--- src/rtl/vcop_pkg.sv ---
package vcop_pkg;

    localparam int INSTR_W   = 32;
    localparam int ID_W      = 5;
    localparam int NUM_IDS   = 1 << ID_W;
    localparam int IMM_W     = 16;
    localparam int STRIDE_LG = 4;
    localparam int WORD_W    = 32;
    localparam int GPR_W     = 2 * WORD_W;

    localparam logic [4:0] FN_BRANCH  = 5'h08;
    localparam logic [4:0] FN_RD_CTL  = 5'h02;
    localparam logic [4:0] FN_RD_QUAD = 5'h01;
    localparam logic [4:0] FN_WR_CTL  = 5'h06;
    localparam logic [4:0] FN_WR_QUAD = 5'h05;

    typedef enum logic [3:0] {
        VOP_NONE    = 4'd0,
        VOP_BR_IDLE = 4'd1,
        VOP_BR_BUSY = 4'd2,
        VOP_BL_IDLE = 4'd3,
        VOP_BL_BUSY = 4'd4,
        VOP_RD_CTL  = 4'd5,
        VOP_RD_QUAD = 4'd6,
        VOP_WR_CTL  = 4'd7,
        VOP_WR_QUAD = 4'd8,
        VOP_EXC_CU  = 4'd9,
        VOP_EXC_RI  = 4'd10
    } vop_e;

    typedef struct packed {
        vop_e             op;
        logic [4:0]       rt;
        logic [ID_W-1:0]  id;
        logic [IMM_W-1:0] imm;
        logic             ilock;
    } vdec_t;

    function automatic logic op_is_branch(input vop_e op);
        return op inside {VOP_BR_IDLE, VOP_BR_BUSY, VOP_BL_IDLE, VOP_BL_BUSY};
    endfunction

    function automatic logic op_is_likely(input vop_e op);
        return op inside {VOP_BL_IDLE, VOP_BL_BUSY};
    endfunction

    function automatic logic op_wants_busy(input vop_e op);
        return op inside {VOP_BR_BUSY, VOP_BL_BUSY};
    endfunction

    function automatic logic op_is_read(input vop_e op);
        return op inside {VOP_RD_CTL, VOP_RD_QUAD};
    endfunction

    function automatic logic op_is_write(input vop_e op);
        return op inside {VOP_WR_CTL, VOP_WR_QUAD};
    endfunction

    function automatic logic op_is_quad(input vop_e op);
        return op inside {VOP_RD_QUAD, VOP_WR_QUAD};
    endfunction

endpackage

--- src/rtl/vcop_classify.sv ---
module vcop_classify
    import vcop_pkg::*;
(
    input  logic [INSTR_W-1:0] instr,
    input  logic               cu2_usable,
    output vdec_t              dec
);
    logic [4:0] fn;
    logic       pad_zero;

    assign fn       = instr[25:21];
    assign pad_zero = (instr[10:1] == 10'd0);

    always_comb begin
        dec.rt    = instr[20:16];
        dec.id    = instr[15:11];
        dec.imm   = instr[15:0];
        dec.ilock = instr[0];
        dec.op    = VOP_EXC_RI;
        if (!cu2_usable) begin
            dec.op = VOP_EXC_CU;
        end else begin
            unique case (fn)
                FN_BRANCH: begin
                    unique case (instr[20:16])
                        5'd0:    dec.op = VOP_BR_IDLE;
                        5'd1:    dec.op = VOP_BR_BUSY;
                        5'd2:    dec.op = VOP_BL_IDLE;
                        5'd3:    dec.op = VOP_BL_BUSY;
                        default: dec.op = VOP_EXC_RI;
                    endcase
                end
                FN_RD_CTL:  dec.op = pad_zero ? VOP_RD_CTL : VOP_EXC_RI;
                FN_WR_CTL:  dec.op = pad_zero ? VOP_WR_CTL : VOP_EXC_RI;
                FN_RD_QUAD: dec.op = VOP_RD_QUAD;
                FN_WR_QUAD: dec.op = VOP_WR_QUAD;
                default:    dec.op = VOP_EXC_RI;
            endcase
        end
    end
endmodule

--- src/rtl/vcop_issue_stage.sv ---
module vcop_issue_stage
    import vcop_pkg::*;
#(
    parameter int PC_W = 32
) (
    input  logic            clk,
    input  logic            rst,
    input  logic            advance,
    input  logic            load_valid,
    input  vdec_t           load_dec,
    input  logic [PC_W-1:0] load_pc,
    output logic            valid_q,
    output vdec_t           dec_q,
    output logic [PC_W-1:0] pc_q
);
    always_ff @(posedge clk) begin
        if (rst) begin
            valid_q <= 1'b0;
            dec_q   <= '0;
            pc_q    <= '0;
        end else if (advance) begin
            valid_q <= load_valid;
            if (load_valid) begin
                dec_q <= load_dec;
                pc_q  <= load_pc;
            end
        end
    end
endmodule

--- src/rtl/vcop_interlock.sv ---
module vcop_interlock
    import vcop_pkg::*;
(
    input  logic               valid,
    input  vdec_t              dec,
    input  logic               busy_macro,
    input  logic               busy_micro,
    input  logic [NUM_IDS-1:0] hazard_ids,
    input  logic               ilock_release,
    output logic               stall
);
    logic is_rd;
    logic is_wr;

    assign is_rd = op_is_read(dec.op);
    assign is_wr = op_is_write(dec.op);

    always_comb begin
        stall = 1'b0;
        if (valid && (is_rd || is_wr)) begin
            if (busy_macro) begin
                stall = hazard_ids[dec.id];
            end else if (busy_micro) begin
                stall = is_rd ? dec.ilock : !ilock_release;
            end
        end
    end
endmodule

--- src/rtl/vcop_decoder.sv ---
module vcop_decoder
    import vcop_pkg::*;
#(
    parameter int              PC_W      = 32,
    parameter int              ADDR_W    = 32,
    parameter logic [ADDR_W-1:0] CTRL_BASE = 32'h0000_6000,
    parameter logic [ADDR_W-1:0] WIN_BASE  = 32'h0000_4000
) (
    input  logic               clk,
    input  logic               rst,
    input  logic               issue_valid,
    output logic               issue_ready,
    input  logic [INSTR_W-1:0] instr,
    input  logic [PC_W-1:0]    pc,
    input  logic               cu2_usable,
    input  logic               vu_busy_macro,
    input  logic               vu_busy_micro,
    input  logic [NUM_IDS-1:0] vu_hazard_ids,
    input  logic               vu_ilock_release,
    input  logic [WORD_W-1:0]  vu_rdata,
    output logic               out_valid,
    output logic [3:0]         out_op,
    output logic [4:0]         out_rt,
    output logic               br_taken,
    output logic               nullify,
    output logic [PC_W-1:0]    target,
    output logic [ADDR_W-1:0]  reg_addr,
    output logic               stall,
    output logic               exc_unusable,
    output logic               exc_reserved,
    output logic               gpr_we,
    output logic [GPR_W-1:0]   gpr_wdata,
    output logic               vu_wr
);
    localparam int BR_SHIFT = 2;
    localparam int EXT_W    = PC_W - IMM_W - BR_SHIFT;
    localparam logic [PC_W-1:0] INSTR_BYTES = PC_W'(4);

    vdec_t           dec_in;
    vdec_t           dec_q;
    logic            valid_q;
    logic [PC_W-1:0] pc_q;
    logic            advance;
    logic            busy_any;
    logic            is_br;
    logic            is_mv;
    logic            taken_raw;
    logic [PC_W-1:0] br_offset;

    vcop_classify u_classify (
        .instr      (instr),
        .cu2_usable (cu2_usable),
        .dec        (dec_in)
    );

    vcop_issue_stage #(.PC_W(PC_W)) u_stage (
        .clk        (clk),
        .rst        (rst),
        .advance    (advance),
        .load_valid (issue_valid),
        .load_dec   (dec_in),
        .load_pc    (pc),
        .valid_q    (valid_q),
        .dec_q      (dec_q),
        .pc_q       (pc_q)
    );

    vcop_interlock u_interlock (
        .valid         (valid_q),
        .dec           (dec_q),
        .busy_macro    (vu_busy_macro),
        .busy_micro    (vu_busy_micro),
        .hazard_ids    (vu_hazard_ids),
        .ilock_release (vu_ilock_release),
        .stall         (stall)
    );

    assign advance     = !stall;
    assign issue_ready = !stall;
    assign busy_any    = vu_busy_macro || vu_busy_micro;
    assign is_br       = valid_q && op_is_branch(dec_q.op);
    assign is_mv       = valid_q && (op_is_read(dec_q.op) || op_is_write(dec_q.op));
    assign taken_raw   = op_wants_busy(dec_q.op) ? busy_any : !busy_any;
    assign br_offset   = {{EXT_W{dec_q.imm[IMM_W-1]}}, dec_q.imm, {BR_SHIFT{1'b0}}};

    always_comb begin
        out_valid    = valid_q;
        out_op       = valid_q ? dec_q.op : VOP_NONE;
        br_taken     = is_br && taken_raw;
        nullify      = is_br && op_is_likely(dec_q.op) && !taken_raw;
        target       = is_br ? (pc_q + INSTR_BYTES + br_offset) : '0;
        out_rt       = is_mv ? dec_q.rt : 5'd0;
        reg_addr     = '0;
        if (is_mv) begin
            reg_addr = (op_is_quad(dec_q.op) ? WIN_BASE : CTRL_BASE)
                     + (ADDR_W'(dec_q.id) << STRIDE_LG);
        end
        exc_unusable = valid_q && (dec_q.op == VOP_EXC_CU);
        exc_reserved = valid_q && (dec_q.op == VOP_EXC_RI);
        gpr_we       = valid_q && op_is_read(dec_q.op) && !stall;
        gpr_wdata    = gpr_we ? {{WORD_W{vu_rdata[WORD_W-1]}}, vu_rdata} : '0;
        vu_wr        = valid_q && op_is_write(dec_q.op) && !stall;
    end
endmodule

--- config.mk ---
export PLATFORM = sky130hd
export DESIGN_NAME = vcop_decoder
export DESIGN_NICKNAME = d
export VERILOG_FILES = /design/src/rtl/vcop_pkg.sv /design/src/rtl/vcop_classify.sv /design/src/rtl/vcop_issue_stage.sv /design/src/rtl/vcop_interlock.sv /design/src/rtl/vcop_decoder.sv
export SDC_FILE = /design/constraint.sdc
export NUM_CORES = 1
export LEC_CHECK = 0
export BUFFER_PORTS_ARGS = -buffer_cell sky130_fd_sc_hd__buf_2
export CAP_MARGIN = 20
export CORE_AREA = 2 2 104 181
export CTS_CLUSTER_DIAMETER = 30
export DETAILED_ROUTE_END_ITERATION = 6
export DIE_AREA = 0 0 106 183
export GPL_TIMING_DRIVEN = 0
export PLACE_DENSITY = 0.66
export SLEW_MARGIN = 20
export SYNTH_ARGS = -nofsm -noshare
export SYNTH_HDL_FRONTEND = slang
export SYNTH_HIERARCHICAL = 1
export SYNTH_SLANG_ARGS = --single-unit
--- constraint.sdc ---
create_clock -name clk -period 8.1 [get_ports clk]
set_input_delay 1.62 -clock clk [delete_from_list [all_inputs] [get_ports clk]]
set_output_delay 1.62 -clock clk [all_outputs]
set_load 0.02 [all_outputs]
# After elaboration in Yosys (flattened, before gate mapping)
# Index checks and enable logic that the tools add are counted.
[word_totals]
ff_bits = 64
inputBits = 135
out_inout_bits = 146
wordCells = 74
[op_classes]
addsub = 3
order_cmp = 1
n_eq_ne = 18
mux = 18
bitwise = 1
reduce_logical = 26
[ops]
columns = ["cell", "n"]
rows = [
  ["32-bit two-way mux", 2],
  ["64-bit two-way mux", 1],
  ["32-bit by 3-bit adder with 32-bit output (second input constant)", 1],
  ["32-bit adder", 1],
  ["4-bit case mux with 5 select lines", 1],
  ["15-bit by 9-bit adder with 16-bit output", 1],
  ["4-bit by 3-bit == test with 1-bit output (second input constant)", 4],
  ["4-bit two-way mux", 4],
  ["4-bit case mux with 4 select lines", 1],
  ["5-bit by 2-bit == test with 1-bit output (second input constant)", 3],
  ["14-bit two-way mux", 1],
  ["4-bit == test (second input constant)", 3],
  ["1-bit logical AND", 11],
  ["5-bit by 1-bit == test with 1-bit output (second input constant)", 2],
  ["5-bit by 3-bit == test with 1-bit output (second input constant)", 2],
  ["10-bit logical NOT", 1],
  ["2-bit nonzero test", 5],
  ["4-bit by 2-bit == test with 1-bit output (second input constant)", 2],
  ["5-bit by 6-bit less-than comparator with 1-bit output (second input constant)", 1],
  ["1-bit two-way mux", 6],
  ["1-bit binary-select mux with 5-bit select", 1],
  ["5-bit by 4-bit == test with 1-bit output (second input constant)", 1],
  ["5-bit logical NOT", 1],
  ["5-bit two-way mux", 1],
  ["other kinds (6)", 10],
]

# Longest topological paths before layout
[logic_depth]
word_depth = 9
ltp_mapped = 13
mapped_depth_nobuf = 13

# Modules after synthesis
# Netlist, hierarchy kept.
[by_module_without_submodules]
columns = ["mod", "n_inst", "cells_each", "area_per_inst_um2", "seq_area_each_um2"]
rows = [
  ["vcop_issue_stage", 1, 290, 3125.5, 1281.2],
  ["vcop_decoder", 1, 419, 2940.3, 0.0],
  ["vcop_classify", 1, 59, 416.6, 0.0],
  ["vcop_interlock", 1, 48, 387.9, 0.0],
]

# Worst setup path before layout
# Ideal clock, no wire load.
[synth_path]
kind = "in2out"
from = "input port vu_hazard_ids[23]"
to = "output port gpr_wdata[32]"
arrival_time_ns = 4.156
required_ns = 6.480
slack_ns = 2.324
path_stages = 10
n_path_buf = 1
cell_sequence = "mux2i_1 a211oi_1 and3_1 a31oi_1 a41oi_2 inv_1 nand2_1 nor3_1 and2_1 buf_4"
[synth_between]
elab_chain_cells = 7
[synth_rtl]
columns = ["element", "line_no", "source"]
rows = [
  ["start: declaration", "vcop_decoder.sv:18", "input logic [NUM_IDS-1:0] vu_hazard_ids,"],
  ["1-bit binary-select mux with 5-bit select", "vcop_interlock.sv:22", "stall = hazard_ids[dec.id];"],
  ["1-bit two-way mux (not written as such)", "vcop_interlock.sv:22", ""],
  ["1-bit two-way mux", "vcop_interlock.sv:21", "if (busy_macro) begin"],
  ["1-bit two-way mux", "vcop_interlock.sv:20", "if (valid && (is_rd || is_wr)) begin"],
  ["named net stall", "vcop_decoder.sv:28", "output logic stall,"],
  ["1-bit logical NOT", "n/a", ""],
  ["named net issue_ready", "vcop_decoder.sv:12", "output logic issue_ready,"],
  ["1-bit logical AND", "vcop_decoder.sv:100", "gpr_we = valid_q && op_is_read(dec_q.op) && !stall;"],
  ["64-bit two-way mux", "vcop_decoder.sv:101", "gpr_wdata = gpr_we ? {{WORD_W{vu_rdata[WORD_W-1]}}, vu_rdata} : '0;"],
  ["end: declaration", "vcop_decoder.sv:32", "output logic [GPR_W-1:0] gpr_wdata,"],
]
# The timed path passes the listed nets, and every way through them passes these cells. The select of a mux whose other input is x is not followed.

# Worst setup path after layout
[layout_path]
from = "input port vu_hazard_ids[19]"
to = "output port gpr_wdata[51]"
[layout_between]
elab_chain_cells = 7
[layout_rtl]
columns = ["element", "line_no"]
rows = [
  ["1-bit binary-select mux with 5-bit select", "vcop_interlock.sv:22"],
  ["1-bit two-way mux (not written as such)", "vcop_interlock.sv:22"],
  ["1-bit two-way mux", "vcop_interlock.sv:21"],
  ["1-bit two-way mux", "vcop_interlock.sv:20"],
  ["1-bit logical NOT", "vcop_decoder.sv:100"],
  ["1-bit logical AND", "vcop_decoder.sv:100"],
  ["64-bit two-way mux", "vcop_decoder.sv:101"],
]
# Every way passes these cells. The select of a mux whose other input is x is not followed.

==> impl_results.md <==
* Syn_area_per_cell at 8.42 um2
* DRC Markers at 0
* Worst min path class: register to register
* Core Util, Final at 48.9%
* CTS Sinks at 64
* Initial Util at 38.2%
* Main flop type after synthesis: dfxtp_1
* Die X at 106 um
* I/O pin cnt at 281
* Total track usage at 22.1%
* Number of CTS-inserted buffers at 9
* Sw frac at 29.9%
* Core area at 18000 um2
* Initial antenna violation count at 1
* Clk buf depth at 2
* Yosys warns at 6
* Synthesis-to-layout area growth at 27.9%
* Crit-path max FO at 33
* Port Buffers at 241
* Final hold violation count at 0
* Seq/Total Area, Yosys at 18.6%
* # setup viols final at 0
* Clock root buffer: clkbuf_16
* First-pass GRT wire length at 33700 um
* Cell area power density at 118 nW/um2
* Clk pin slew, worst setup/hold paths at 0.05 ns
* Fillers at 1827
* Clk pwr share at 40.7%
* Design Power at 0.00104 W
* Logic pwr share at 25.9%
* Final Slew Violations at 0
* Grt ovf at 0
* H-tree levels at 3
* Critical path startpoint category: input pin
* Headroom to the max-slew limit at 32.0%
* Leak at 4.46 nW
* Crit share post-route at 77.3%
* WS Path Type: input pin to primary output
* CP Capture Type: primary output
* WHS at 0.574 ns
* Commonest cells post-synth: 85 x buf_4, 64 x dfxtp_1, 59 x a21oi_1
* Clock Latency Late Sink at 0.33 ns
* Nets at 1285
* Worst Path Required at 6.48 ns
* Dpl cell area at 8460 um2
* Max Cap Viol at 0
* CTS tree: yes
* Detailed Route Iter0 Violations at 160
* Post-CTS setup buffers at 0
* Routed Antenna Nets at 0
* Ys async rst share at 0%
* FP Rows at 65
* Fin Setup TNS at 0 ns
* P_int at 0.000731 W
* Critical Path AT at 4.65 ns
* Synth top area share at 18.6%
* Post-synth top area cell: dfxtp_1
* Number of synthesized flops with an enable pin at 0
* Net load switching power at 0.000311 W
* Wire length per cell at 16.3 um
* Post-DR vias/cell at 4.95
* Detailed Place HPWL at 18500 um
* Seq pwr share at 33.4%
* Max Freq at 0.160 GHz
* Count of cell types in the netlist at 69
* Layout cell share with drive strength beyond 1 at 43.8%
* FF+latch count, synth at 64
* GPL Wtd Cong at 0.917
* Final Skew at 0.00547 ns
* Largest net degree at the start of global routing at 34
* Die ar. at 19400 um2
* Count leader, synth: buf_4
* Worst Tran Pin Value at 1.02 ns
* Peak VDD IR at 0.0000751 V
* Ranking of synthesized cells by area: dfxtp_1 19%, ha_1 10%, buf_4 9.3%
* Drt total wl at 21700 um
* Die height at 183 um
* Mapped cell area at 6870 um2
* RSZ-0062 raised after global routing: false
* Number of global-route vias before repair at 6570
* Ant diodes at 0
* Final min period at 6.27 ns
* Via count at 6588
* Mapped Cells at 816
* Cts hold-fix bufs at 0
* Fin area at 8790 um2
* Status: completed
* Post-CTS Resized at 0
* 1st-pass router iterations at 4
## power groups by stage
stage | Sequential [W] | Combinational [W] | Clock (W)
after floorplan | 0.000349 | 0.000193 | 0
after global placement | 0.000354 | 0.000268 | 0
after global routing | 0.000350 | 0.000299 | 0.000447
after CTS | 0.000348 | 0.000271 | 0.000431
final | 0.000347 | 0.000270 | 0.000424
after detailed placement | 0.000354 | 0.000269 | 0
## kinds of logic (layout without fill, tap and decap cells)
| family | Yosys count | after routing | synth area share [%] |
|---|---|---|---|
| compound gates | 238 | 238 | 26.5 |
| xor+xnor | 29 | 29 | 3.70 |
| fa+ha+maj | 58 | 58 | 10.7 |
| buf+inv | 152 | 409 | 15.9 |
| flops | 64 | 64 | 18.6 |
| mux | 18 | 18 | 2.62 |
| other cells | 1 | 25 | 0.0546 |
| simple gates | 256 | 256 | 21.9 |
## worst max-delay path, cell delays in order
cell	delay [ns]
buf_2	0.10
mux2i_1	0.14
a22oi_1	0.10
and3_1	0.17
a31oi_1	0.20
a41oi_2	0.15
inv_1	0.13
nand2_1	0.09
nor3_1	0.63
and2_1	0.91
buf_4	0.24
buf_2	0.16
## flip-flops by register name, summed over array words and instances, names as in the netlist
| register | cells |
|---|---|
| u_stage/valid_q | 1 |
| u_stage/dec_q | 31 |
| u_stage/pc_q | 32 |
## per-layer routing
layer / up-vias / track usage [%] / share of wire [%]
met5: - / 0 / 0.051
met4: 2 / 10.3 / 4.1
met3: 44 / 2.95 / 3.9
met2: 196 / 42.3 / 54
met1: 2995 / 23.5 / 38
li1: 3351 / - / -
## area by class of cell
class	instances	area, um2	area share, %
Tap cell	234	293	3.33
Inverter	13	48.8	0.555
Clock inverter	7	105	1.20
Sequential cell	64	1280	14.6
Timing Repair Buffer	241	1210	13.7
Clock buffer	9	225	2.56
Multi-Input combinational cell	624	4590	52.2
Buffer	139	1040	11.9
## worst paths after layout
path | from | to | slack [ns] | cells past startpoint
max | vu_hazard_ids[19] | gpr_wdata[51] | 1.83 | 12
max reg2reg | u_stage/dec_q[17]$_SDFFE_PP0P_ | u_stage/pc_q[6]$_SDFFE_PP0P_ | 5.68 | 12
min | u_stage/dec_q[1]$_SDFFE_PP0P_ | u_stage/dec_q[1]$_SDFFE_PP0P_ | 0.57 | 2
min reg2reg | u_stage/dec_q[1]$_SDFFE_PP0P_ | u_stage/dec_q[1]$_SDFFE_PP0P_ | 0.57 | 2
## per-stage QoR
step	cells	setup WS (ns)
CTS	1331	1.73
finish	1331	1.83
floorplan	840	2.32
global route	1331	1.41
global placement	1315	1.87
detailed placement	1315	1.75
## placed cells by master (no fill, tap or decap), types with 25 or more instances in the layout
master,count
nand3_1,40
a21bo_2,30
and2_1,53
a21bo_1,33
dfxtp_1,64
ha_1,57
buf_4,85
nand3_2,30
a21oi_2,31
a21oi_1,59
nor2_1,41
buf_2,260
nand2_1,28
conb_1,25
Note: power is estimated with default switching activity, not from simulation.
